===== src/rtl/refresh_seq_pkg.sv =====
package refresh_seq_pkg;

  // Which source is currently driving the sequencer tick.
  typedef enum logic {
    SRC_INT = 1'b0,
    SRC_EXT = 1'b1
  } tick_src_e;

endpackage


===== src/rtl/seq_tick_gen.sv =====
module seq_tick_gen
  import refresh_seq_pkg::*;
#(
  parameter int INT_DIV  = 10,
  parameter int ECLK_DIV = 4
) (
  input  logic clk,
  input  logic rst,
  input  logic eclk,
  input  logic ext_req,
  input  logic osc_off,
  input  logic force_int,
  output logic tick
);

  localparam int CW = (INT_DIV > 1) ? $clog2(INT_DIV) : 1;
  localparam int EW = (ECLK_DIV > 1) ? $clog2(ECLK_DIV) : 1;

  logic [CW-1:0] osc_cnt;
  logic          osc_run;
  logic          osc_tick;
  logic [2:0]    eclk_sync;
  logic          eclk_rise;
  logic [EW-1:0] edge_cnt;
  logic          ext_tick;
  tick_src_e     src;

  // Internal divider: stopped when the oscillator is switched off,
  // unless the reset sweep forces it on.
  assign osc_run  = force_int || !osc_off;
  assign osc_tick = osc_run && (osc_cnt == CW'(INT_DIV - 1));

  always_ff @(posedge clk) begin
    if (rst) begin
      osc_cnt <= '0;
    end else if (osc_run) begin
      osc_cnt <= osc_tick ? '0 : osc_cnt + 1'b1;
    end
  end

  // External clock: two-flop synchroniser plus one history flop for edges.
  always_ff @(posedge clk) begin
    if (rst) eclk_sync <= '0;
    else     eclk_sync <= {eclk_sync[1:0], eclk};
  end

  assign eclk_rise = eclk_sync[1] & ~eclk_sync[2];

  always_ff @(posedge clk) begin
    if (rst) begin
      edge_cnt <= '0;
    end else if (eclk_rise) begin
      edge_cnt <= (edge_cnt == EW'(ECLK_DIV - 1)) ? '0 : edge_cnt + 1'b1;
    end
  end

  assign ext_tick = eclk_rise && (edge_cnt == EW'(ECLK_DIV - 1));

  assign src  = (ext_req && !force_int) ? SRC_EXT : SRC_INT;
  assign tick = (src == SRC_EXT) ? ext_tick : osc_tick;

  AST_OSC_HELD_WHEN_OFF: assert property (@(posedge clk) disable iff (rst)
    (osc_off && !force_int) |=> $stable(osc_cnt));

endmodule


===== src/rtl/seq_chan_ram.sv =====
module seq_chan_ram #(
  parameter int DEPTH = 32,
  parameter int W     = 16,
  localparam int AW   = (DEPTH > 1) ? $clog2(DEPTH) : 1
) (
  input  logic          clk,
  input  logic          rst,
  input  logic          we,
  input  logic [AW-1:0] waddr,
  input  logic [W-1:0]  wdata,
  input  logic          re,
  input  logic [AW-1:0] raddr,
  output logic [W-1:0]  rdata
);

  localparam logic [AW:0] DEPTH_L = (AW + 1)'(DEPTH);

  logic [W-1:0] mem [DEPTH];
  logic         waddr_ok;

  assign waddr_ok = ({1'b0, waddr} < DEPTH_L);

  // Simple dual port, read-first, registered read: maps onto block RAM.
  always_ff @(posedge clk) begin
    if (we && waddr_ok) mem[waddr] <= wdata;
    if (re)             rdata      <= mem[raddr];
  end

  AST_WRITE_LANDS: assert property (@(posedge clk) disable iff (rst)
    (we && waddr_ok) |=> (mem[$past(waddr)] == $past(wdata)));

endmodule


===== src/rtl/refresh_seq.sv =====
module refresh_seq
  import refresh_seq_pkg::*;
#(
  parameter int            NCH        = 32,
  parameter int            DW         = 16,
  parameter int            INT_DIV    = 10,
  parameter int            ECLK_DIV   = 4,
  parameter logic [DW-1:0] RESET_CODE = DW'(16'h4F2C),
  localparam int           AW         = (NCH > 1) ? $clog2(NCH) : 1
) (
  input  logic          clk,
  input  logic          rst,
  input  logic          cs_n,
  input  logic          mode_immed,
  input  logic          mode_c1,
  input  logic          wr_en,
  input  logic [AW-1:0] wr_addr,
  input  logic [DW-1:0] wr_data,
  input  logic          clk_sel,
  input  logic          ext_clk_en,
  input  logic          eclk,
  output logic [DW-1:0] dac_code,
  output logic [AW-1:0] sha_ch,
  output logic          sha_strobe,
  output logic          sweep_busy
);

  localparam logic [AW-1:0] LAST_CH = AW'(NCH - 1);

  logic          tick;
  logic          burst;
  logic          halt;
  logic          adv;
  logic          redo;
  logic          swp_q;
  logic [AW-1:0] cur;
  logic [AW-1:0] nxt;
  logic [AW-1:0] swp_cnt;
  logic          ram_we;
  logic [AW-1:0] ram_waddr;
  logic [DW-1:0] ram_wdata;
  logic [DW-1:0] ram_q;

  seq_tick_gen #(
    .INT_DIV  (INT_DIV),
    .ECLK_DIV (ECLK_DIV)
  ) u_tick (
    .clk       (clk),
    .rst       (rst),
    .eclk      (eclk),
    .ext_req   (ext_clk_en | clk_sel),
    .osc_off   (clk_sel),
    .force_int (sweep_busy),
    .tick      (tick)
  );

  // Burst freezes scrolling; the sweep cannot be frozen.
  assign burst = !cs_n && !mode_immed && !mode_c1;
  assign halt  = burst && !sweep_busy;
  assign adv   = tick && !halt;

  // Next slot: repeat the frozen channel once after a burst, else step.
  always_comb begin
    if (redo && !sweep_busy) nxt = cur;
    else if (cur == LAST_CH) nxt = '0;
    else                     nxt = cur + 1'b1;
  end

  // Single write port: the sweep owns it; serial writes are locked out.
  always_comb begin
    if (sweep_busy) begin
      ram_we    = adv;
      ram_waddr = nxt;
      ram_wdata = RESET_CODE;
    end else begin
      ram_we    = wr_en && !cs_n;
      ram_waddr = wr_addr;
      ram_wdata = wr_data;
    end
  end

  seq_chan_ram #(
    .DEPTH (NCH),
    .W     (DW)
  ) u_ram (
    .clk   (clk),
    .rst   (rst),
    .we    (ram_we),
    .waddr (ram_waddr),
    .wdata (ram_wdata),
    .re    (adv),
    .raddr (nxt),
    .rdata (ram_q)
  );

  always_ff @(posedge clk) begin
    if (rst) begin
      cur        <= LAST_CH;
      redo       <= 1'b0;
      sweep_busy <= 1'b1;
      swp_cnt    <= '0;
      sha_strobe <= 1'b0;
      swp_q      <= 1'b1;
    end else begin
      sha_strobe <= adv;
      if (adv) begin
        cur   <= nxt;
        redo  <= 1'b0;
        swp_q <= sweep_busy;
        if (sweep_busy) begin
          swp_cnt <= swp_cnt + 1'b1;
          if (swp_cnt == LAST_CH) sweep_busy <= 1'b0;
        end
      end else if (halt) begin
        redo <= 1'b1;
      end
    end
  end

  // During the sweep the RAM read races the sweep write, so show the code.
  assign dac_code = swp_q ? RESET_CODE : ram_q;
  assign sha_ch   = cur;

  AST_BURST_NO_STROBE: assert property (@(posedge clk) disable iff (rst)
    (!cs_n && !mode_immed && !mode_c1 && !sweep_busy) |=> !sha_strobe);

  AST_SWEEP_SHOWS_CODE: assert property (@(posedge clk) disable iff (rst)
    (sha_strobe && $past(sweep_busy)) |-> (dac_code == RESET_CODE));

endmodule


===== config.mk =====
export PLATFORM = sky130hd
export DESIGN_NAME = refresh_seq
export DESIGN_NICKNAME = d
export VERILOG_FILES = /design/src/rtl/refresh_seq_pkg.sv /design/src/rtl/seq_tick_gen.sv /design/src/rtl/seq_chan_ram.sv /design/src/rtl/refresh_seq.sv
export SDC_FILE = /design/constraint.sdc
export NUM_CORES = 1
export LEC_CHECK = 0
export BUFFER_PORTS_ARGS = -buffer_cell sky130_fd_sc_hd__buf_2
export CAP_MARGIN = 20
export CORE_AREA = 2 2 238 240
export DETAILED_ROUTE_END_ITERATION = 10
export DIE_AREA = 0 0 240 242
export GPL_TIMING_DRIVEN = 0
export PLACE_DENSITY = 0.54
export SETUP_SLACK_MARGIN = 0.2
export SKIP_CTS_REPAIR_TIMING = 1
export SLEW_MARGIN = 5
export SYNTH_ARGS = -nofsm -noshare
export SYNTH_HDL_FRONTEND = slang
export SYNTH_SLANG_ARGS = --single-unit

===== constraint.sdc =====
create_clock -name clk -period 3.5 [get_ports clk]
set_clock_uncertainty 0.2 [all_clocks]
set_input_delay 0.7 -clock clk [delete_from_list [all_inputs] [get_ports clk]]
set_output_delay 0.7 -clock clk [all_outputs]
set_load 0.01 [all_outputs]

## After elaboration in Yosys (flattened, before gate mapping)

Memory sizes are Yosys's and may differ from the RTL's. A register that Yosys moved wholly into a read port is not among the register bits.
Cells that the tools add are included.

- Bits in registers: 23
- Memory bits (writable): 512
- Input port bits: 30
- Output and inout bits: 23
- Logic and storage cells: 53
- Memories: 1

- Add/subtract/negate cells: 4
- Equal/unequal tests: 4
- Multiplexer cells: 14
- Bitwise gates (word level): 3
- Reductions and logical operators: 18

Memory list:

| memory | depth | bits a word | read ports | clocked after Yosys merged registers in | wr ports | line | text |
|---|---|---|---|---|---|---|---|
| u_ram.mem | 32 | 16 | 1 | 1 | 1 | seq_chan_ram.sv:18 | `logic [W-1:0] mem [DEPTH];` |

Operators by type and width:

| cell | count |
|---|---|
| two-way mux 16 bit | 2 |
| two-way mux 5 bit | 3 |
| adder 5 x 1 -> 5 bit (second input constant) | 2 |
| == test 5 bit (second input constant) | 2 |
| logical AND 1 bit | 9 |
| two-way mux 1 bit | 7 |
| logical NOT 1 bit | 6 |
| adder 4 x 1 -> 4 bit (second input constant) | 1 |
| == test 4 bit (second input constant) | 1 |
| two-way mux 4 bit | 1 |
| adder 2 x 1 -> 2 bit (second input constant) | 1 |
| == test 2 bit (second input constant) | 1 |
| two-way mux 2 bit | 1 |
| AND reduction 2 bit | 1 |
| OR reduction 2 bit | 1 |
| bitwise AND 1 bit | 1 |
| logical OR 1 bit | 1 |
| inverter 1 bit | 1 |
| OR 1 bit | 1 |

## Depth between registers and ports, before layout

- Word-level depth: 9
- Depth in mapped cells: 12
- Depth with buffers taken out: 9

## Cells and area by module

From an unflattened synthesis, not the netlist that was laid out.

- Cell total of the unflattened synthesis: 1321
- Area total of the unflattened synthesis: 22096.2 µm²

By module, submodules not included:

| module | instances | cells an instance | area each (µm²) | sequential area each (µm²) |
|---|---|---|---|---|
| seq_chan_ram | 1 | 1143 | 20696.1 | 15855.2 |
| refresh_seq | 1 | 133 | 1001.0 | 280.3 |
| seq_tick_gen | 1 | 45 | 399.1 | 180.2 |

## Least setup slack after synthesis

OpenSTA, ideal clock, no wires.

- Path type: register to register
- Start: reg cur[1], in the netlist sha_ch[1]
- End: mem u_ram.mem[12][0], enable pin
- Library setup time: 0.388 ns
- Data arrival time: 2.494 ns
- Data required time: 2.912 ns
- Setup slack: 0.417 ns
- Cell stages (with the launch flop): 9
- Path buffers: 1
- Period minus slack after synthesis: 3.083 ns
- Cell sequence: dfxtp_1 > ha_1 > and3_1 > ha_1 > buf_2 > a21oi_4 > a31oi_1 > or2_2 > nor2_1

- Cells in the longest elaborated chain, start to end: 4
- Elaborated cells between the ends (all ways): 5
- Those cells by class: add/sub: 1; eq/ne: 1; mux: 3

RTL lines:

| element | line | text |
|---|---|---|
| start: declaration | refresh_seq.sv:36 | `logic [AW-1:0] cur;` |
| start signal: assignment | refresh_seq.sv:107 | `cur <= nxt;` |
| adder 5 x 1 -> 5 bit or == test 5 bit (tied branches) | refresh_seq.sv:66, refresh_seq.sv:65 |  |
| two-way mux 5 bit | refresh_seq.sv:65 | `else if (cur == LAST_CH) nxt = '0;` |
| two-way mux 5 bit (*) | refresh_seq.sv:64 | `if (redo && !sweep_busy) nxt = cur;` |
| two-way mux 5 bit (*) | refresh_seq.sv:71 | `if (sweep_busy) begin` |
| end: declaration | seq_chan_ram.sv:18 |  |

Mark *: on every way between the ends. The rest lies on a longest branch, timed or not.

## Worst setup path in the final report

- Start: reg cur[1], in the netlist sha_ch[1]
- End: reg u_ram.rdata[2], read port of u_ram.mem, data pin

- Cells in the longest elaborated chain, start to end: 3
- Elaborated cells between the ends (all ways): 4
- Those cells by class: add/sub: 1; eq/ne: 1; mux: 2

RTL lines:

| element | line | text |
|---|---|---|
| adder 5 x 1 -> 5 bit or == test 5 bit (tied branches) | refresh_seq.sv:66, refresh_seq.sv:65 |  |
| two-way mux 5 bit | refresh_seq.sv:65 |  |
| two-way mux 5 bit (*) | refresh_seq.sv:64 |  |
| end: declaration | seq_chan_ram.sv:13 | `output logic [W-1:0] rdata` |

Marked as above.
A chain may end at the register's enable or synchronous reset.

==> results.txt <==
- Result of the run: finished, final reports clean
- Yosys attributes the largest share of cell area to sky130_fd_sc_hd__edfxtp_1 72%, sky130_fd_sc_hd__mux2i_1 4.4%, sky130_fd_sc_hd__nand2_1 4.0%.
* # DRC: 0
- The average instance in the mapped netlist occupies 15.9 um^2.
* Port Buf Inserts: 52
* Core utilization of the finished layout: 0.476
- Floorplan row count: 87
* Number of enable-type register cells in the synthesized netlist: 528
- CTS placed an instance of sky130_fd_sc_hd__clkbuf_16 at the clock tree root.
* Count of pins over their slew limit: 0
- For the worst setup path, the data required time is 3720 ps.
- The first global-routing pass estimated 85700 um of wire.
- In the finished design, the share of the clock period the worst path needs comes to 0.941.
- During I/O placement, the number of pins put on the boundary was 53.
- Dividing total power by cell area gives a power density of 501 nW/um^2.
* Detailed router's first-iteration violation count: 1307
- Final hold violation count: 0
* Sinks on the clock net: 551
- The number of antenna violations at the first check in global routing was 3.
* Count of placed standard cells including taps: 2230
* Latest clock arrival within the worst-skew pair: 630 ps
- Vias per Instance: 5.50
- Internal power comes to 10.7 mW.
- Fill cells in the final layout number 4867.
* Fraction of registers with async set or reset after synthesis: 0
* Leading register cell type out of synthesis: sky130_fd_sc_hd__edfxtp_1
* Slew HR: 0.381
- In the final layout, the share of cells above drive strength 1 is 0.265.
- Setup repair after global routing could not meet its margin everywhere.
- In this run the standard cell core region covers 55700 um^2.
- The first TritonRoute pass finished after 7 iterations.
- The smallest clock period supported by the final layout is computed as 3290 ps.
* Post-synth top area cell: sky130_fd_sc_hd__edfxtp_1
- The synthesized design contains 551 register bits.
- TritonCTS created 57 clock buffers.
- Sorting the synthesized cells by how often they occur yields 528 x sky130_fd_sc_hd__edfxtp_1, 235 x sky130_fd_sc_hd__nand2_1, 97 x sky130_fd_sc_hd__mux2i_1.
* Count of final setup violators: 0
- Die H: 242 um
* Horizontal die dimension: 240 um
- Startpoint type of the worst setup path: flip-flop
* Count of warnings emitted by yosys: 0
* Top layer reached by signal wires: met5
* Hold Crit Class: input pin to flip-flop
- The share of total power dissipated in sequential elements is 0.536.
- Final Instance Count excl. Fillers: 2364
- Portion of the post-synthesis area used by sequential elements: 0.741
- CTS H-tree lvls: 2
- The initial utilization of the core area, before any placement, comes to 0.395.
- Final design instance area without fill: 26500 um^2
- For the pin with the worst max-slew slack, the measured transition is 926 ps.
- Peak fanout along the critical path: 10
- Final WL: 60100 um
- The routed layout has 13000 vias.
- Post-Syn Instances: 1389
* Most instantiated library cell after synthesis: sky130_fd_sc_hd__edfxtp_1
- Entering global routing, the biggest net connects 33 pins.
- Total power consumption of the routed design: 13.3 mW
- Registers take 16300 um^2.
- Of the total power, the share spent switching nets is 0.198.
- DR WL/cell: 25.4 um
* Synthesized net count: 1426
* GR Overflow Total: 0
- Fin Hold WS: 91.1 ps
- Overall fraction of global-route tracks in use: 0.205
- The number of global-route vias before repair is 12500.
* M1 WL: 27600 um
- Last weighted congestion value of the routability-driven placer: 0.853
* Cell area reported after detailed placement: 23900 um^2
- After the last flow step, the layout net total stands at 1596.
- Unique masters post-synth: 60
* Arrival time reported for the critical path endpoint: 3510 ps
- Met3 routed wirelength: 4690 um
* Kind of capture point of the worst setup path: flip-flop
* Number of nets with antenna violations after detailed routing: 0
- Gate power share: 0.006
- Switching power total: 2.63 mW
- Yosys top cell area share: 0.720
* Clock transition at the registers of the reported paths: 60 ps
- Total Die Area: 58100 um^2
- TritonCTS built the clock tree.
- The wire-length estimate of the detail-placed layout is 40100 um.
- Fraction of power consumed by the clock network: 0.458
- Maximum frequency from static timing analysis: 0.304 GHz
* Kind of critical path: flip-flop to flip-flop
- Summed over all nets, wire length on met2 after detailed routing comes to 26200 um.
- The longest clock path from root to sink contains 3 buffers.
- Post-synthesis instance area: 22000 um^2
- Count of max-cap constraint violations: 0
- From synthesis to final layout, the design area changed by 20.4%.
* Area taken by multi-input logic gates: 5700 um^2
- Cell leakage power: 8.87 nW
* Worst VDD drop: 0.390 mV
[power groups by stage]
stage / clock [mW] / combinational (mW) / sequential, mW
3_3_place_gp: 0 / 0.0755 / 7.26
6_report: 6.08 / 0.0850 / 7.12
4_1_cts: 6.17 / 0.0794 / 7.12
5_1_grt: 6.46 / 0.0917 / 7.12
3_5_place_dp: 0 / 0.0789 / 7.26
2_1_floorplan: 0 / 0.0354 / 7.26
[metrics by stage]
step	TNS, ps	worst slack (ps)
2_1_floorplan	0	417
5_1_grt	0	140
3_5_place_dp	-62360	-758
3_3_place_gp	-368910	-788
4_1_cts	-65860	-772
6_report	0	208
[final cells by class]
type                       count  area share
antenna                        1   0.0000944
buffer                        84      0.0216
clock buffer                  62      0.0545
clock inverter                45      0.0160
inverter                       9     0.00127
multi-input combinational    745       0.215
sequential                   551       0.616
tap                          756      0.0357
timing repair buffer         111      0.0401
[logic make-up (layout without fill, tap and decap cells)]
family	after synthesis	count (layout)	synth area share
DFF	551	551	0.741
muxes	131	131	0.0783
and+or+nand+nor	403	403	0.0827
xor gates and xnor gates	5	5	0.00199
adders and majority gates	7	7	0.00398
other	0	1	0
AOI/OAI and AO/OA	199	199	0.0680
buffers and inverters	93	311	0.0241
[critical path, stage by stage, from the launching register on]
cell and delay, ps:
sky130_fd_sc_hd__dfxtp_4 380, sky130_fd_sc_hd__ha_4 180, sky130_fd_sc_hd__and3_1 180, sky130_fd_sc_hd__ha_1 160
sky130_fd_sc_hd__buf_6 150, sky130_fd_sc_hd__nor2_4 60, sky130_fd_sc_hd__a31oi_2 410, sky130_fd_sc_hd__buf_2 330
sky130_fd_sc_hd__a21oi_1 70, sky130_fd_sc_hd__a32oi_1 320, sky130_fd_sc_hd__a31oi_2 260, sky130_fd_sc_hd__a32oi_2 390
[layer usage]
layer,GRT usage,up-vias
met1,0.303,6653
li1,-,5760
met3,0.0522,84
met5,0,-
met4,0.0634,2
met2,0.298,510
[sequential cells by signal, summed over array words and instances (netlist names)]
| register | count |
|---|---|
| u_tick.osc_cnt | 4 |
| u_tick.edge_cnt | 2 |
| redo | 1 |
| sha_strobe | 1 |
| swp_cnt | 5 |
| sha_ch | 5 |
| sweep_busy | 1 |
| swp_q | 1 |
| u_ram.mem | 512 |
| u_ram.rdata | 16 |
| u_tick.eclk_sync | 3 |
[cells in the final DEF, fill, tap and decap left out, drive strengths merged, types with 3 or more instances in the layout]
cell type and instances:
edfxtp 528, nand2 235, buf 171, mux2i 97, clkbuf 86, a32oi 79, nor2 56, a21oi 44
mux4 33, nand4 33, a31oi 33, clkinv 29, dfxtp 23, or2 22, nor2b 22, a22oi 15
inv 12, nand2b 8, bufinv 7, ha 7, nor3 7, o211ai 6, clkinvlp 6, and3 4
a211o 4, or3 4, o21ai 4, xor2 3, a21o 3
[final timing paths]
path,start,end,slack (ps),cells after the start
setup / recovery,sha_ch[1],u_ram.rdata[2],210,11
hold reg to reg,u_tick.eclk_sync[0],u_tick.eclk_sync[1],250,1
hold / removal,rst,u_tick.eclk_sync[2],90,2
setup reg to reg,sha_ch[1],u_ram.rdata[2],210,11
No activity file was read; power rests on OpenSTA's default activity.
